[config.mk]
export PLATFORM = sky130hd
export DESIGN_NAME = sdram_refresh_seq
export DESIGN_NICKNAME = d
export VERILOG_FILES = /design/src/rtl/sdr_refresh_pkg.sv /design/src/rtl/sdr_refresh_dp.sv /design/src/rtl/sdr_refresh_ctrl.sv /design/src/rtl/sdram_refresh_seq.sv
export SDC_FILE = /design/constraint.sdc
export NUM_CORES = 1
export LEC_CHECK = 0
export BUFFER_PORTS_ARGS = -buffer_cell sky130_fd_sc_hd__buf_4
export CAP_MARGIN = 10
export CORE_UTILIZATION = 30
export DETAILED_ROUTE_END_ITERATION = 10
export MAX_ROUTING_LAYER = met4
export PLACE_DENSITY = 0.54
export SLEW_MARGIN = 20
export SYNTH_ARGS = -nofsm -noshare
export SYNTH_HDL_FRONTEND = slang
export SYNTH_SLANG_ARGS = --single-unit
[constraint.sdc]
create_clock -name clk -period 4.5 [get_ports clk]
set_input_delay 0.675 -clock clk [delete_from_list [all_inputs] [get_ports clk]]
set_output_delay 0.675 -clock clk [all_outputs]
set_load 0.01 [all_outputs]
[src/rtl/sdr_refresh_pkg.sv]
package sdr_refresh_pkg;

  typedef enum logic [3:0] {
    ST_IDLE,
    ST_PRE,
    ST_RPWAIT,
    ST_AREF,
    ST_RFCWAIT,
    ST_SPRE,
    ST_SRPWAIT,
    ST_SENTER,
    ST_SHOLD,
    ST_SEXIT
  } seqState_t;

  typedef struct packed {
    logic rldInt;
    logic ldRp;
    logic ldRfc;
    logic ldRas;
    logic ldXsr;
    logic dec;
  } seqStrobe_t;

  localparam logic [3:0] CMD_NOP = 4'b0111;
  localparam logic [3:0] CMD_PRE = 4'b0010;
  localparam logic [3:0] CMD_REF = 4'b0001;

  function automatic int maxOf(input int a, input int b);
    return (a > b) ? a : b;
  endfunction

endpackage

[src/rtl/sdr_refresh_dp.sv]
module sdr_refresh_dp
  import sdr_refresh_pkg::*;
#(
  parameter int REF_INT = 1039,
  parameter int T_RP    = 3,
  parameter int T_RFC   = 9,
  parameter int T_RAS   = 6,
  parameter int T_XSR   = 10,
  parameter int OVD_N   = 2
) (
  input  logic       clk,
  input  logic       rstN,
  input  seqStrobe_t stb,
  output logic       refDue,
  output logic       waitZero,
  output logic       overdue
);

  localparam int LIM     = REF_INT * OVD_N;
  localparam int CW      = $clog2(LIM + 1);
  localparam int XSR_EFF = (T_XSR < 2) ? 2 : T_XSR;
  localparam int WMAX    = maxOf(maxOf(T_RP - 2, T_RFC - 2), maxOf(T_RAS - 2, XSR_EFF - 1));
  localparam int WW      = $clog2(WMAX + 2);

  localparam logic [CW-1:0] LIM_V = CW'(LIM);
  localparam logic [CW-1:0] INT_V = CW'(REF_INT);
  localparam logic [CW-1:0] ONE_V = CW'(1);
  localparam logic [WW-1:0] RP_V  = WW'(T_RP - 2);
  localparam logic [WW-1:0] RFC_V = WW'(T_RFC - 2);
  localparam logic [WW-1:0] RAS_V = WW'(T_RAS - 2);
  localparam logic [WW-1:0] XSR_V = WW'(XSR_EFF - 1);
  localparam logic [WW-1:0] W1_V  = WW'(1);

  logic [CW-1:0] age;
  logic [WW-1:0] waitCnt;

  // cycles since the last refresh, saturating at the overdue limit
  always_ff @(posedge clk or negedge rstN) begin
    if (!rstN)            age <= '0;
    else if (stb.rldInt)  age <= ONE_V;
    else if (age != LIM_V) age <= age + ONE_V;
  end

  always_ff @(posedge clk or negedge rstN) begin
    if (!rstN)              overdue <= 1'b0;
    else if (age == LIM_V)  overdue <= 1'b1;
  end

  // shared countdown for the tRP, tRFC, tRAS and tXSR windows
  always_ff @(posedge clk or negedge rstN) begin
    if (!rstN)                         waitCnt <= '0;
    else if (stb.ldRp)                 waitCnt <= RP_V;
    else if (stb.ldRfc)                waitCnt <= RFC_V;
    else if (stb.ldRas)                waitCnt <= RAS_V;
    else if (stb.ldXsr)                waitCnt <= XSR_V;
    else if (stb.dec && waitCnt != '0) waitCnt <= waitCnt - W1_V;
  end

  assign refDue   = (age >= INT_V);
  assign waitZero = (waitCnt == '0);

  AST_OVD_STICKY: assert property (@(posedge clk) disable iff (!rstN)
    $past(overdue) |-> overdue);

endmodule

[src/rtl/sdr_refresh_ctrl.sv]
module sdr_refresh_ctrl
  import sdr_refresh_pkg::*;
(
  input  logic       clk,
  input  logic       rstN,
  input  logic       refGrant,
  input  logic       lpReq,
  input  logic       refDue,
  input  logic       waitZero,
  output seqState_t  state,
  output seqStrobe_t stb
);

  seqState_t nxt;

  always_ff @(posedge clk or negedge rstN) begin
    if (!rstN) state <= ST_IDLE;
    else       state <= nxt;
  end

  always_comb begin
    nxt = state;
    stb = '0;
    case (state)
      ST_IDLE: begin
        if (refGrant && refDue)      nxt = ST_PRE;
        else if (refGrant && lpReq)  nxt = ST_SPRE;
      end
      ST_PRE: begin
        stb.ldRp = 1'b1;
        nxt = ST_RPWAIT;
      end
      ST_RPWAIT: begin
        stb.dec = 1'b1;
        if (waitZero) nxt = ST_AREF;
      end
      ST_AREF: begin
        stb.rldInt = 1'b1;
        stb.ldRfc  = 1'b1;
        nxt = ST_RFCWAIT;
      end
      ST_RFCWAIT: begin
        stb.dec = 1'b1;
        if (waitZero) nxt = ST_IDLE;
      end
      ST_SPRE: begin
        stb.ldRp = 1'b1;
        nxt = ST_SRPWAIT;
      end
      ST_SRPWAIT: begin
        stb.dec = 1'b1;
        if (waitZero) nxt = ST_SENTER;
      end
      ST_SENTER: begin
        stb.rldInt = 1'b1;
        stb.ldRas  = 1'b1;
        nxt = ST_SHOLD;
      end
      ST_SHOLD: begin
        stb.rldInt = 1'b1;
        stb.dec    = 1'b1;
        if (waitZero && !lpReq) begin
          stb.ldXsr = 1'b1;
          nxt = ST_SEXIT;
        end
      end
      ST_SEXIT: begin
        stb.rldInt = 1'b1;
        stb.dec    = 1'b1;
        if (waitZero) nxt = ST_IDLE;
      end
      default: nxt = ST_IDLE;
    endcase
  end

endmodule

[src/rtl/sdram_refresh_seq.sv]
module sdram_refresh_seq
  import sdr_refresh_pkg::*;
#(
  parameter int REF_INT = 1039,
  parameter int T_RP    = 3,
  parameter int T_RFC   = 9,
  parameter int T_RAS   = 6,
  parameter int T_XSR   = 10,
  parameter int OVD_N   = 2
) (
  input  logic       clk,
  input  logic       rstN,
  input  logic       refGrant,
  input  logic       lpReq,
  output logic       refReq,
  output logic       lpActive,
  output logic       cke,
  output logic [3:0] cmdOut,
  output logic       a10,
  output logic       overdue
);

  seqState_t  state;
  seqStrobe_t stb;
  logic       refDue;
  logic       waitZero;

  sdr_refresh_ctrl u_ctrl (
    .clk      (clk),
    .rstN     (rstN),
    .refGrant (refGrant),
    .lpReq    (lpReq),
    .refDue   (refDue),
    .waitZero (waitZero),
    .state    (state),
    .stb      (stb)
  );

  sdr_refresh_dp #(
    .REF_INT (REF_INT),
    .T_RP    (T_RP),
    .T_RFC   (T_RFC),
    .T_RAS   (T_RAS),
    .T_XSR   (T_XSR),
    .OVD_N   (OVD_N)
  ) u_dp (
    .clk      (clk),
    .rstN     (rstN),
    .stb      (stb),
    .refDue   (refDue),
    .waitZero (waitZero),
    .overdue  (overdue)
  );

  always_comb begin
    cmdOut = CMD_NOP;
    a10    = 1'b0;
    case (state)
      ST_PRE, ST_SPRE: begin
        cmdOut = CMD_PRE;
        a10    = 1'b1;
      end
      ST_AREF, ST_SENTER: cmdOut = CMD_REF;
      default: cmdOut = CMD_NOP;
    endcase
  end

  assign cke      = !(state == ST_SENTER || state == ST_SHOLD);
  assign lpActive = (state == ST_SENTER || state == ST_SHOLD);
  assign refReq   = (state != ST_IDLE) || refDue || lpReq;

  AST_PRE_ALL: assert property (@(posedge clk) disable iff (!rstN)
    (cmdOut == CMD_PRE) |-> a10);
  AST_REF_AFTER_GAP: assert property (@(posedge clk) disable iff (!rstN)
    (cmdOut == CMD_REF) |-> ($past(cmdOut) == CMD_NOP));
  AST_RFC_NOP: assert property (@(posedge clk) disable iff (!rstN)
    (cmdOut == CMD_REF && cke) |=> (cmdOut == CMD_NOP));
  AST_CKE_FALL_ON_REF: assert property (@(posedge clk) disable iff (!rstN)
    $fell(cke) |-> (cmdOut == CMD_REF));
  AST_SR_HOLD_NOP: assert property (@(posedge clk) disable iff (!rstN)
    (!cke && $past(!cke)) |-> (cmdOut == CMD_NOP));
  AST_EXIT_NOP: assert property (@(posedge clk) disable iff (!rstN)
    $rose(cke) |-> (cmdOut == CMD_NOP));
  AST_EXIT_NOP_TWO: assert property (@(posedge clk) disable iff (!rstN)
    $rose(cke) |=> (cmdOut == CMD_NOP));

endmodule

-- After elaboration in Yosys (flattened, before gate mapping)
Index checks and enable logic that the tools add are counted.
- register bits: 21
- input bits: 4
- output and inout bits: 9
- word-level logic and storage cells: 66
- $add $sub $neg: 2
- magnitude comparators: 1
- equal/unequal tests: 16
- muxes and demuxes: 22
- reductions and logical operators: 21
- operators by type and width (cell ; number):
    $mux W4 ; 11
    $pmux W4 S9 ; 1
    $mux W12 ; 2
    $eq A4 B3 Y1 const B ; 4
    $add A12 B1 Y12 const B ; 1
    $eq A12 B12 Y1 const B ; 1
    $ge A12 B11 Y1 const B ; 1
    $ne A12 B12 Y1 const B ; 1
    $eq A4 B2 Y1 const B ; 2
    $eq A4 B4 Y1 const B ; 2
    $logic_not A4 Y1 ; 2
    $ne A2 B1 Y1 const B ; 4
    $reduce_bool A4 Y1 ; 2
    $mux W1 ; 7
    $pmux W3 S2 ; 1
    $reduce_or A2 Y1 ; 3
    $reduce_and A5 Y1 ; 1
    $reduce_bool A5 Y1 ; 1
    $reduce_or A5 Y1 ; 1
    $eq A4 B1 Y1 const B ; 1
    $logic_and A1 B1 Y1 ; 4
    $reduce_or A4 Y1 ; 1
    $sub A4 B1 Y4 const B ; 1
    $logic_or A1 B1 Y1 ; 3
    other kinds (3) ; 4

-- Longest topological paths before layout
Gate-level depths: netlist of the first run.
- depth in word-level cells: 9
- gate-level depth with buffers: 7
- depth with buffers taken out: 7

-- Cells and area by module
A second synthesis of the first run with hierarchy kept.
- cell total of the unflattened synthesis: 151
- area total of the unflattened synthesis: 1365.1 sq um
- modules (own cells, without submodules) (module ; times used ; cells an instance ; area an instance (sq um)):
    sdr_refresh_dp ; 1 ; 100 ; 954.7
    sdr_refresh_ctrl ; 1 ; 39 ; 334.1
    sdram_refresh_seq ; 1 ; 12 ; 76.3

-- Worst setup path before layout of the first run
OpenSTA, ideal clock, no wires.
- kind: register to output
- start point: register u_ctrl.state[1]
- end point: output cke
- data arrival time: 1489 ps
- path slack: 2336 ps
- stages on the path, launching flop included: 6
- cell sequence: dfrtp_1 -> buf_2 -> or2_1 -> clkbuf_2 -> o32ai_1 -> inv_1
- longest elaborated chain between the ends: 3
- elaborated cells between the ends (all ways): 4
- those cells by class: 2 x eq/ne; 2 x reduce/logical
- RTL lines (what ; line ; text):
    from (decl) ; sdr_refresh_ctrl.sv:10 ; output seqState_t state,
    from (signal assigned) ; sdr_refresh_ctrl.sv:18 ; else state <= nxt;
    $eq A4 B3 Y1 or $eq A4 B4 Y1 (tied branches) ; -- ;
    $logic_or A1 B1 Y1 * ; -- ;
    via lpActive ; sdram_refresh_seq.sv:16 ; output logic lpActive,
    $logic_not A1 Y1 * ; sdram_refresh_seq.sv:68 ; assign cke = !(state == ST_SENTER || state == ST_SHOLD);
    to (decl) ; sdram_refresh_seq.sv:17 ; output logic cke,
Mark *: on every way through the listed nets, which the timed path passes. The rest lies on a longest branch.

-- Final worst setup path of the first run
- start point: register u_ctrl.state[0]
- end point: output cke
- longest elaborated chain between the ends: 3
- elaborated cells between the ends (all ways): 4
- those cells by class: 2 x eq/ne; 2 x reduce/logical
- RTL lines (what ; line):
    $eq A4 B3 Y1 or $eq A4 B4 Y1 (tied branches) ; sdram_refresh_seq.sv:68
    $logic_or A1 B1 Y1 * ; sdram_refresh_seq.sv:68
    $logic_not A1 Y1 * ; sdram_refresh_seq.sv:68
Every way passes the cells marked *; elsewhere a longest branch is shown, timed or not.

==> metrics.yaml, run 1 <==
final_common_cell: "dfrtp_1"
setup_viol: 0
cts_max_path_buffers: 2
whs_ns: 0.287
p_comb_share_pct: 51.0
ctsRootBufferMaster: "clkbuf_8"
required_ns: 3.83
crit_family: "flip-flops"
postCtsHoldBufs: 0
rr_startpoint: "u_dp.waitCnt[0]"
io_pins: 13
dieArea_sq_mm: 0.00473
antenna_found_initial: 0
wirelength_um: 2800
drive_above_1_share_pct: 16.8
first_global_vias: 1074
power_mw: 0.994
report.final.slew_viol_count: 0
power.density_mw_per_mm2: 664
cp_cell_sequence: "nor2b_1 -> and2_1 -> inv_2 -> o32ai_1 -> inv_1 -> buf_4"
rows: 23
synth_top_cell_area_share_pct: 39.3
finalHoldViolations: 0
io_buffer_count: 11
dr.pass1.iters: 4
final_cell_mix: "21 x dfrtp_1, 14 x nand2_1, 14 x nor2_1, 11 x a21oi_1, 11 x buf_4"
pwr-share-clk_pct: 12.0
synth.net_count: 160
synth.avg_cell_area_sq_um: 8.80
grtUsageTotal_pct: 14.0
rsz0062_at_grt: "no"
insertedDiodeCount: 0
via_per_inst: 5.35
synth_ff_type: "dfrtp_1"
cp.arrival_ns: 2.02
yosysTopAreaCell: "dfrtp_1"
gp_congestion: 0.844
grt_max_degree: 22
post_cts_resize_count: 0
max_stage_delay_ns: 0.64
final_antenna_net_count: 0
dieWidth_um: 68.8
layout.nets: 170
internal-power_mw: 0.551
synth_edf_count: 0
drc: 0
clock_sinks: 21
synthArstFlopShare_pct: 100
cpMaxStageDelayCell: "dfrtp_1"
tritoncts: "done"
dieHeight_um: 68.8
ir_drop_mv: 0.247
netlist_area_sq_mm: 0.00134
dp_hpwl_um: 2060
skew_ns: 0.00469
seq_area_frac_synth_pct: 39.3
end_kind: "primary output"
seq_power_share_pct: 37.1
multi_input_area_sq_um: 739
htree_levels: 1
clk_pin_slew_ns: 0.07
tns_ns: 0
drt_iter0_markers: 70
hold_class: "input port to async pin"
synth_area_leaders: "dfrtp_1 39%, a21oi_1 4.1%, nand2_1 3.9%, nor2_1 3.9%, ha_1 3.7%"
clk_latency_ns: 0.25
n_fill_cell: 430
final_core_util_pct: 36.1
maxCapViolations: 0
p_leak_nw: 0.674
crit_type: "flip-flop to primary output"
ys_warn_count: 0
grt_pass1_wl_um: 4800
fmax_ghz: 0.371
regArea_sq_um: 526
start_kind: "flip-flop"
path_max_fanout: 15
worst-path-buf-inv: 3
numCtsBuffers: 3
start_util_pct: 32.3
post_drt_wl_per_cell_um: 13.3
core-area_sq_mm: 0.00414
p_sw_share_pct: 44.6
grt.overflow.total: 0
finalCritPeriodShare_pct: 59.9
yosys.cell_types.count: 50
num_vias: 1128
min_period_ns: 2.69
area_delta_synth_final_pct: 11.9
outcome: "completed"
synth_cells: 152
rrSetupSlack_ns: 2.44
ys_ff_latch: 21
post_cts_buffers: 0
startpoint: "u_ctrl.state[0]"
p_sw_mw: 0.443
[power by group through the flow]
stage	clock, mW	combinational, mW	sequential, mW
after global routing	0.135	0.577	0.382
after floorplan	0	0.437	0.310
after detailed placement	0	0.502	0.370
after CTS	0.128	0.505	0.366
final	0.119	0.507	0.368
after global placement	0	0.494	0.365
[area by class of cell]
type | instances | area share [%]
clock buffer | 4 | 3.01
inverter | 11 | 2.76
multi-input combinational | 114 | 49.4
sequential | 21 | 35.1
tap | 50 | 4.18
timing repair buffer | 11 | 5.52
[final timing paths]
| check | to | depth (start not counted) |
|---|---|---|
| setup / recovery | cke | 6 |
| hold / removal | u_dp.waitCnt[3] | 1 |
| setup reg to reg | u_dp.waitCnt[2] | 7 |
| hold reg to reg | u_dp.overdue | 1 |
| max in group asynchronous | u_dp.age[5] | 1 |
| min in group clk | u_dp.overdue | 1 |
[logic make-up after synthesis]
logic type               share of synthesized area, %
AO/OA/AOI/OAI                                    20.7
XOR/XNOR                                         3.93
adder cells (fa/ha/maj)                          3.74
buffers and inverters                            5.42
flip-flops                                       39.3
multiplexers                                    0.748
other                                           0.280
AND/OR/NAND/NOR                                  25.9
[per-stage QoR]
| step | cell area (sq um) | setup slack [ns] | std cells |
|---|---|---|---|
| floorplan | 1340 | 2.34 | 152 |
| global placement | 1450 | 2.15 | 207 |
| detailed placement | 1450 | 2.11 | 207 |
| CTS | 1500 | 1.81 | 211 |
| global route | 1500 | 1.70 | 211 |
| finish | 1500 | 1.81 | 211 |
[Yosys cell counts (2+ instances only)]
cell type and count:
nor4_1 2, o22ai_1 2, a31oi_1 3, nor2_1 14
o21ai_1 4, ha_1 4, dfrtp_1 21, xnor2_1 3
or3_1 5, inv_1 10, buf_2 3, xor2_1 3
nor3_1 3, nand3_1 4, nand2_1 14, a21oi_1 11
nand4_1 2, o21ai_0 8, a22o_1 2, nand2b_1 2
and3_1 3
[registers in the layout, indices dropped and copies added (netlist names)]
register	count
u_dp.waitCnt	4
u_dp.age	12
u_ctrl.state	4
u_dp.overdue	1
[layer usage]
layer | vias to the layer above | wire, um | GRT usage (%)
li1 | 561 | - | -
met1 | 551 | 1410 | 18.2
met2 | 14 | 1270 | 22.4
met3 | 2 | 110 | 3.45
met4 | 0 | 12 | 2.30
met5 | - | 0 | -
[worst reg2reg max path, cell delays in order (launching register included)]
cell	delay, ns
dfrtp_1	0.43
inv_1	0.10
ha_1	0.18
or3b_2	0.50
nor4_2	0.30
nor2_1	0.13
a31oi_1	0.21
o22ai_1	0.09
(Power assumes the default switching activity.)
==> run 2, diff against run 1 <==
==> constraint.sdc (replaced) <==
create_clock -name clk -period 2.82 [get_ports clk]
set_input_delay 0.423 -clock clk [delete_from_list [all_inputs] [get_ports clk]]
set_output_delay 0.423 -clock clk [all_outputs]
set_load 0.01 [all_outputs]
==> run 2 against run 1 <==
  * Sequential power increased by 59%
  * Sequential cell count unchanged
  * Combinational power increased by 57%
  * Clock skew about the same
  * Setup slack got worse by 1.4 ns
  * Register-to-register slack got worse by 1.6 ns
  * Utilization about the same
  * Global-route usage increased by 0.50 points
  * Wire length decreased by 2.4%
==> metrics.yaml, run 2 (synthesis results as in run 1) <==
layout.nets: 170  # unchanged
drt_iter0_markers: 58  # -17%
final_area_sq_mm: 0.00150  # about the same
required_ns: 2.40  # -1.43 ns
final_cell_mix: "21 x dfrtp_1, 14 x nand2_1, 14 x nor2_1, 11 x a21oi_1, 11 x buf_4"
numCtsBuffers: 3  # unchanged
hold_class: "input port to async pin"
place_ws_ns: 0.677  # -1.43 ns
crit_type: "flip-flop to primary output"
setup_viol: 0  # unchanged
rsz0062_at_grt: "no"
cts_max_path_buffers: 2  # unchanged
cpMaxStageDelayCell: "or4_4"
dr.pass1.iters: 4  # unchanged
p_leak_nw: 0.677  # +0.40%
drc: 0  # unchanged
ir_drop_mv: 0.331  # +34%
fin_cells: 211  # unchanged
path_max_fanout: 6  # -9
seq_power_share_pct: 37.0  # about the same
p_comb_share_pct: 50.5  # -0.5 points
grtUsageTotal_pct: 14.5  # +0.50 points
finalHoldViolations: 0  # unchanged
end_kind: "primary output"
grt.overflow.total: 0  # unchanged
start_util_pct: 32.3  # unchanged
area_delta_synth_final_pct: 12.0  # about the same
pwr-share-clk_pct: 12.5  # +0.5 points
finalCritPeriodShare_pct: 86.6
post_cts_resize_count: 0  # unchanged
min_period_ns: 2.44
whs_ns: 0.0253  # -0.262 ns
insertedDiodeCount: 0  # unchanged
regArea_sq_um: 526  # unchanged
start_kind: "flip-flop"
p_sw_mw: 0.706  # +59%
multi_input_area_sq_um: 739  # unchanged
antenna_found_initial: 0  # unchanged
top_regs: "u_dp.age (12), u_ctrl.state (4), u_dp.waitCnt (4)"
cp_cell_sequence: "or4_4 -> o41ai_2 -> nand2_1 -> buf_4"
rows: 23  # unchanged
fin_ws_ns: 0.377  # -1.43 ns
p_sw_share_pct: 44.6  # about the same
num_vias: 1095  # -2.9%
first_global_vias: 1075  # +0.093%
fmax_ghz: 0.409
n_fill_cell: 450  # +4.7%
postCtsHoldBufs: 0  # unchanged
clk_pin_slew_ns: 0.08  # about the same
final_core_util_pct: 36.1  # about the same
skew_ns: 0.00448  # -0.000213 ns
power.density_mw_per_mm2: 1060  # +59%
post_drt_wl_per_cell_um: 13.0  # -2.4%
final_antenna_net_count: 0  # unchanged
grt_max_degree: 22  # unchanged
dieWidth_um: 68.8  # unchanged
power_mw: 1.58  # +59%
ctsRootBufferMaster: "clkbuf_8"
drive_above_1_share_pct: 17.4  # +0.62 points
io_buffer_count: 11  # unchanged
maxCapViolations: 0  # unchanged
internal-power_mw: 0.875  # +59%
dp_hpwl_um: 2010  # -2.3%
grt_pass1_wl_um: 4920  # +2.4%
place_area_sq_mm: 0.00145  # unchanged
cp.arrival_ns: 2.02  # about the same
largest-register: "u_dp.age"
max_stage_delay_ns: 0.59  # -0.05 ns
largest_register_ffs: 12  # unchanged
wirelength_um: 2740  # -2.4%
tns_ns: 0  # unchanged
final_common_cell: "dfrtp_1"
clk_latency_ns: 0.26  # about the same
placed_cells: 207  # unchanged
gp_congestion: 0.846  # +0.30%
report.final.slew_viol_count: 0  # unchanged
dieArea_sq_mm: 0.00473  # unchanged
tritoncts: "done"
via_per_inst: 5.19  # -2.9%
clock_sinks: 21  # unchanged
dieHeight_um: 68.8  # unchanged
htree_levels: 1  # unchanged
core-area_sq_mm: 0.00414  # unchanged
post_cts_buffers: 0  # unchanged
outcome: "completed"
io_pins: 13  # unchanged
run 2: path summary, 6_finish.rpt:
| kind | start | cells after the start | endpoint | slack [ns] |
|---|---|---|---|---|
| hold reg to reg | u_dp.overdue | 1 | u_dp.overdue | 0.48 |
| hold / removal | rstN | 1 | u_dp.waitCnt[3] | 0.03 |
| min in group clk | u_dp.overdue | 1 | u_dp.overdue | 0.48 |
| setup reg to reg | u_dp.waitCnt[0] | 7 | u_dp.waitCnt[2] | 0.82 |
| setup / recovery | u_dp.age[6] | 4 | refReq | 0.38 |
| max in group asynchronous | rstN | 1 | u_dp.age[11] | 2.57 |
run 2: area by class of cell:
type | count | share of cell area (%)
Multi-Input combinational cell | 114 | 49.4
Sequential cell | 21 | 35.1
Timing Repair Buffer | 11 | 5.51
Tap cell | 50 | 4.18
Clock buffer | 3 | 2.76
Inverter | 11 | 2.76
Clock inverter | 1 | 0.334
run 2: power by group through the flow:
stage / clock (mW) / sequential (mW) / combinational, mW
finish: 0.197 / 0.585 / 0.798
detailed placement: 0 / 0.590 / 0.800
global placement: 0 / 0.582 / 0.788
global route: 0.219 / 0.614 / 0.922
floorplan: 0 / 0.495 / 0.697
CTS: 0.208 / 0.583 / 0.806
run 2: per-layer routing:
metal  global-route usage [%]  vias up  share of wire (%)
met5                        -        -                  0
met4                     2.30        0               0.62
met3                     3.45        2                3.7
met2                     23.4       16                 44
met1                     18.9      516                 52
li1                         -      561                  -
run 2: critical path, delay by kind of cell, from the launching register on:
| kind | cells | cell delay, ns |
|---|---|---|
| buffers and inverters | 1 | 0.19 |
| DFF | 1 | 0.44 |
| and+or+nand+nor | 2 | 0.78 |
| AOI/OAI and AO/OA | 1 | 0.35 |
==> run 3, diff against run 2 <==
--- a/config.mk
+++ b/config.mk
@@ -5,6 +5,8 @@
 export SDC_FILE = /design/constraint.sdc
 export NUM_CORES = 1
 export LEC_CHECK = 0
+export ABC_AREA = 1
+export ABC_CLOCK_PERIOD_IN_PS = 2820
 export BUFFER_PORTS_ARGS = -buffer_cell sky130_fd_sc_hd__buf_4
 export CAP_MARGIN = 10
 export CORE_UTILIZATION = 30
==> run 3 against run 2 <==
  * Sequential power shrank 14%
  * Setup slack improved by 0.30 ns
  * Critical path type unchanged
  * Maximum frequency up 14%
  * Critical endpoint unchanged
  * Highest routed layer unchanged
  * Via count increased by 9.9%
  * First-iteration DRC count is 67% higher
  * Area after synthesis rose by 2.1%
==> metrics.yaml, run 3 <==
wirelength_um: 2920  # +6.8%
cts_max_path_buffers: 2  # unchanged
grtUsageTotal_pct: 13.1  # -1.5 points
synth_xor_area_share_pct: 5.77  # +1.8 points
insertedDiodeCount: 0  # unchanged
min_period_ns: 2.15  # -0.296 ns
cp.arrival_ns: 1.72  # -0.30 ns
grt_pass1_wl_um: 5040  # +2.4%
n_fill_cell: 449  # -0.22%
via_per_inst: 4.75  # -8.4%
htree_levels: 1  # unchanged
cp_cell_sequence: "ha_1 -> nand3_1 -> nand2_1 -> o21bai_1 -> nand3_1 -> buf_4"
placed_cells: 249  # +20%
fin_cells: 253  # +20%
dp_hpwl_um: 2260  # +12%
tns_ns: 0  # unchanged
io_buffer_count: 11  # unchanged
ff2ff_path_depth: 7  # unchanged
final_cell_mix: "48 x nand2_1, 26 x nor2_1, 21 x inv_1, 21 x dfrtp_1, 18 x nand3_1"
synth_top_cell_area_share_pct: 38.5  # -0.79 points
synth_most_common_cell: "nand2_1"
regArea_sq_um: 526  # unchanged
rsz0062_at_grt: "no"
finalCritPeriodShare_pct: 76.1  # -10 points
post_cts_buffers: 0  # unchanged
yosys.cell_types.count: 28  # -44%
post_cts_resize_count: 0  # unchanged
synth_edf_count: 0  # unchanged
report.final.slew_viol_count: 0  # unchanged
post_drt_wl_per_cell_um: 11.6  # -11%
cpMaxStageDelayCell: "dfrtp_1"
clk_latency_ns: 0.26  # about the same
fin_ws_ns: 0.673  # +0.296 ns
final_core_util_pct: 35.5  # -0.65 points
hold_class: "input port to async pin"
antenna_found_initial: 0  # unchanged
synth.avg_cell_area_sq_um: 7.26  # -17%
synth_mux_area_share_pct: 0  # -0.75 points
drive_above_1_share_pct: 11.9  # -5.5 points
multi_input_area_sq_um: 741  # +0.17%
final_antenna_net_count: 0  # unchanged
outcome: "completed"
setup_viol: 0  # unchanged
synth_compound_area_share_pct: 7.06  # -14 points
crit_family: "flip-flops"
largest_register_ffs: 12  # unchanged
worst-path-buf-inv: 1  # unchanged
maxCapViolations: 0  # unchanged
rr_startpoint: "u_ctrl.state[3]"
p_leak_nw: 0.788  # +16%
grt.overflow.total: 0  # unchanged
synth_cells: 188  # +24%
power_mw: 1.64  # +4.0%
yosysTopAreaCell: "dfrtp_1"
first_global_vias: 1116  # +3.8%
whs_ns: 0.0344  # +0.00912 ns
dieArea_sq_mm: 0.00482  # +2.0%
seq_area_frac_synth_pct: 38.5  # -0.79 points
netlist_area_sq_mm: 0.00137  # +2.1%
place_area_sq_mm: 0.00150  # +3.4%
power.density_mw_per_mm2: 1060  # +0.80%
io_pins: 13  # unchanged
finalHoldViolations: 0  # unchanged
layout.nets: 210  # +24%
skew_ns: 0.00164  # -0.00284 ns
end_kind: "primary output"
rrSetupSlack_ns: 1.16  # +0.34 ns
top_regs: "u_dp.age (12), u_ctrl.state (4), u_dp.waitCnt (4)"
crit_top_cell: "nand3_1"
fmax_ghz: 0.466  # +14%
clk_pin_slew_ns: 0.07  # about the same
synth_common_cells: "48 x nand2_1, 26 x nor2_1, 21 x dfrtp_1, 21 x inv_1, 18 x nand3_1"
place_ws_ns: 0.964  # +0.287 ns
largest-register: "u_dp.age"
ir_drop_mv: 0.281  # -15%
clock_sinks: 21  # unchanged
start_util_pct: 31.4  # -0.93 points
num_vias: 1203  # +9.9%
yosys.area_share.adder_pct: 3.67  # -0.075 points
postCtsHoldBufs: 0  # unchanged
gp_congestion: 0.852  # +0.70%
synthArstFlopShare_pct: 100  # unchanged
rows: 24  # +4.3%
core-area_sq_mm: 0.00435  # +5.1%
start_kind: "flip-flop"
ys_ff_latch: 21  # unchanged
reg2reg_to: "u_dp.age[0]"
numCtsBuffers: 3  # unchanged
tritoncts: "done"
ys_warn_count: 0  # unchanged
final_area_sq_mm: 0.00155  # +3.2%
dr.pass1.iters: 4  # unchanged
synth_ff_type: "dfrtp_1"
dieHeight_um: 69.5  # +1.0%
synth_area_leaders: "dfrtp_1 38%, nand2_1 13%, nor2_1 7.1%, nand3_1 6.6%, inv_1 5.8%"
drc: 0  # unchanged
synth.net_count: 196  # +23%
grt_max_degree: 22  # unchanged
drt_iter0_markers: 97  # +67%
area_delta_synth_final_pct: 13.2
max_stage_delay_ns: 0.41  # -0.18 ns
dieWidth_um: 69.5  # +1.0%
synth_top_family_by_area: "simple AND/OR/NAND/NOR gates"
crit_type: "flip-flop to primary output"
final_common_cell: "nand2_1"
path_max_fanout: 7  # +1
ctsRootBufferMaster: "clkbuf_8"
required_ns: 2.40  # about the same
synth-simple-area-share_pct: 37.5  # +12 points
[run 3: changes by cell type after synthesis, moves of 5 or more]
cell / change
nand3_1: +14
inv_1: +11
xor2_1: +5
nand2_1: +34
a21oi_1: -9
or3_1: -5
nand4_1: +7
nor2_1: +12
[run 3: how the worst max path moves through the flow]
stage,from,end,cells past startpoint
after floorplan,u_dp.age[0],refReq,5
after global placement,u_dp.age[0],refReq,6
after detailed placement,u_dp.age[0],refReq,6
after CTS,u_dp.age[0],refReq,6
after global routing,u_dp.age[0],refReq,6
final,u_dp.age[0],refReq,6
[run 3: area by class of cell]
| type | instances | area share (%) |
|---|---|---|
| Multi-Input combinational cell | 142 | 47.9 |
| Sequential cell | 21 | 34.0 |
| Inverter | 23 | 5.59 |
| Timing Repair Buffer | 11 | 5.34 |
| Tap cell | 52 | 4.21 |
| Clock buffer | 4 | 2.91 |
[run 3: where the power goes]
group	internal, mW	switching, mW	leakage [nW]
combinational	0.351	0.592	0.491
sequential	0.403	0.100	0.274
clock	0.101	0.0970	0.0228
[run 3: logic make-up (layout without fill, tap and decap cells)]
family,count (synthesis),in the layout
and+or+nand+nor,113,113
buffers and inverters,25,38
DFF,21,21
AOI/OAI and AO/OA,15,15
xor gates and xnor gates,9,9
adders and majority gates,4,4
other,1,1
[run 3: layer usage]
| layer | GRT usage (%) | share of wire [%] | vias up | routed length (um) |
|---|---|---|---|---|
| met5 | - | 0 | - | 0 |
| met4 | 4.08 | 0.44 | 0 | 13 |
| met3 | 1.31 | 2.5 | 2 | 73 |
| met2 | 19.7 | 45 | 20 | 1310 |
| met1 | 18.4 | 52 | 548 | 1530 |
| li1 | - | - | 633 | - |
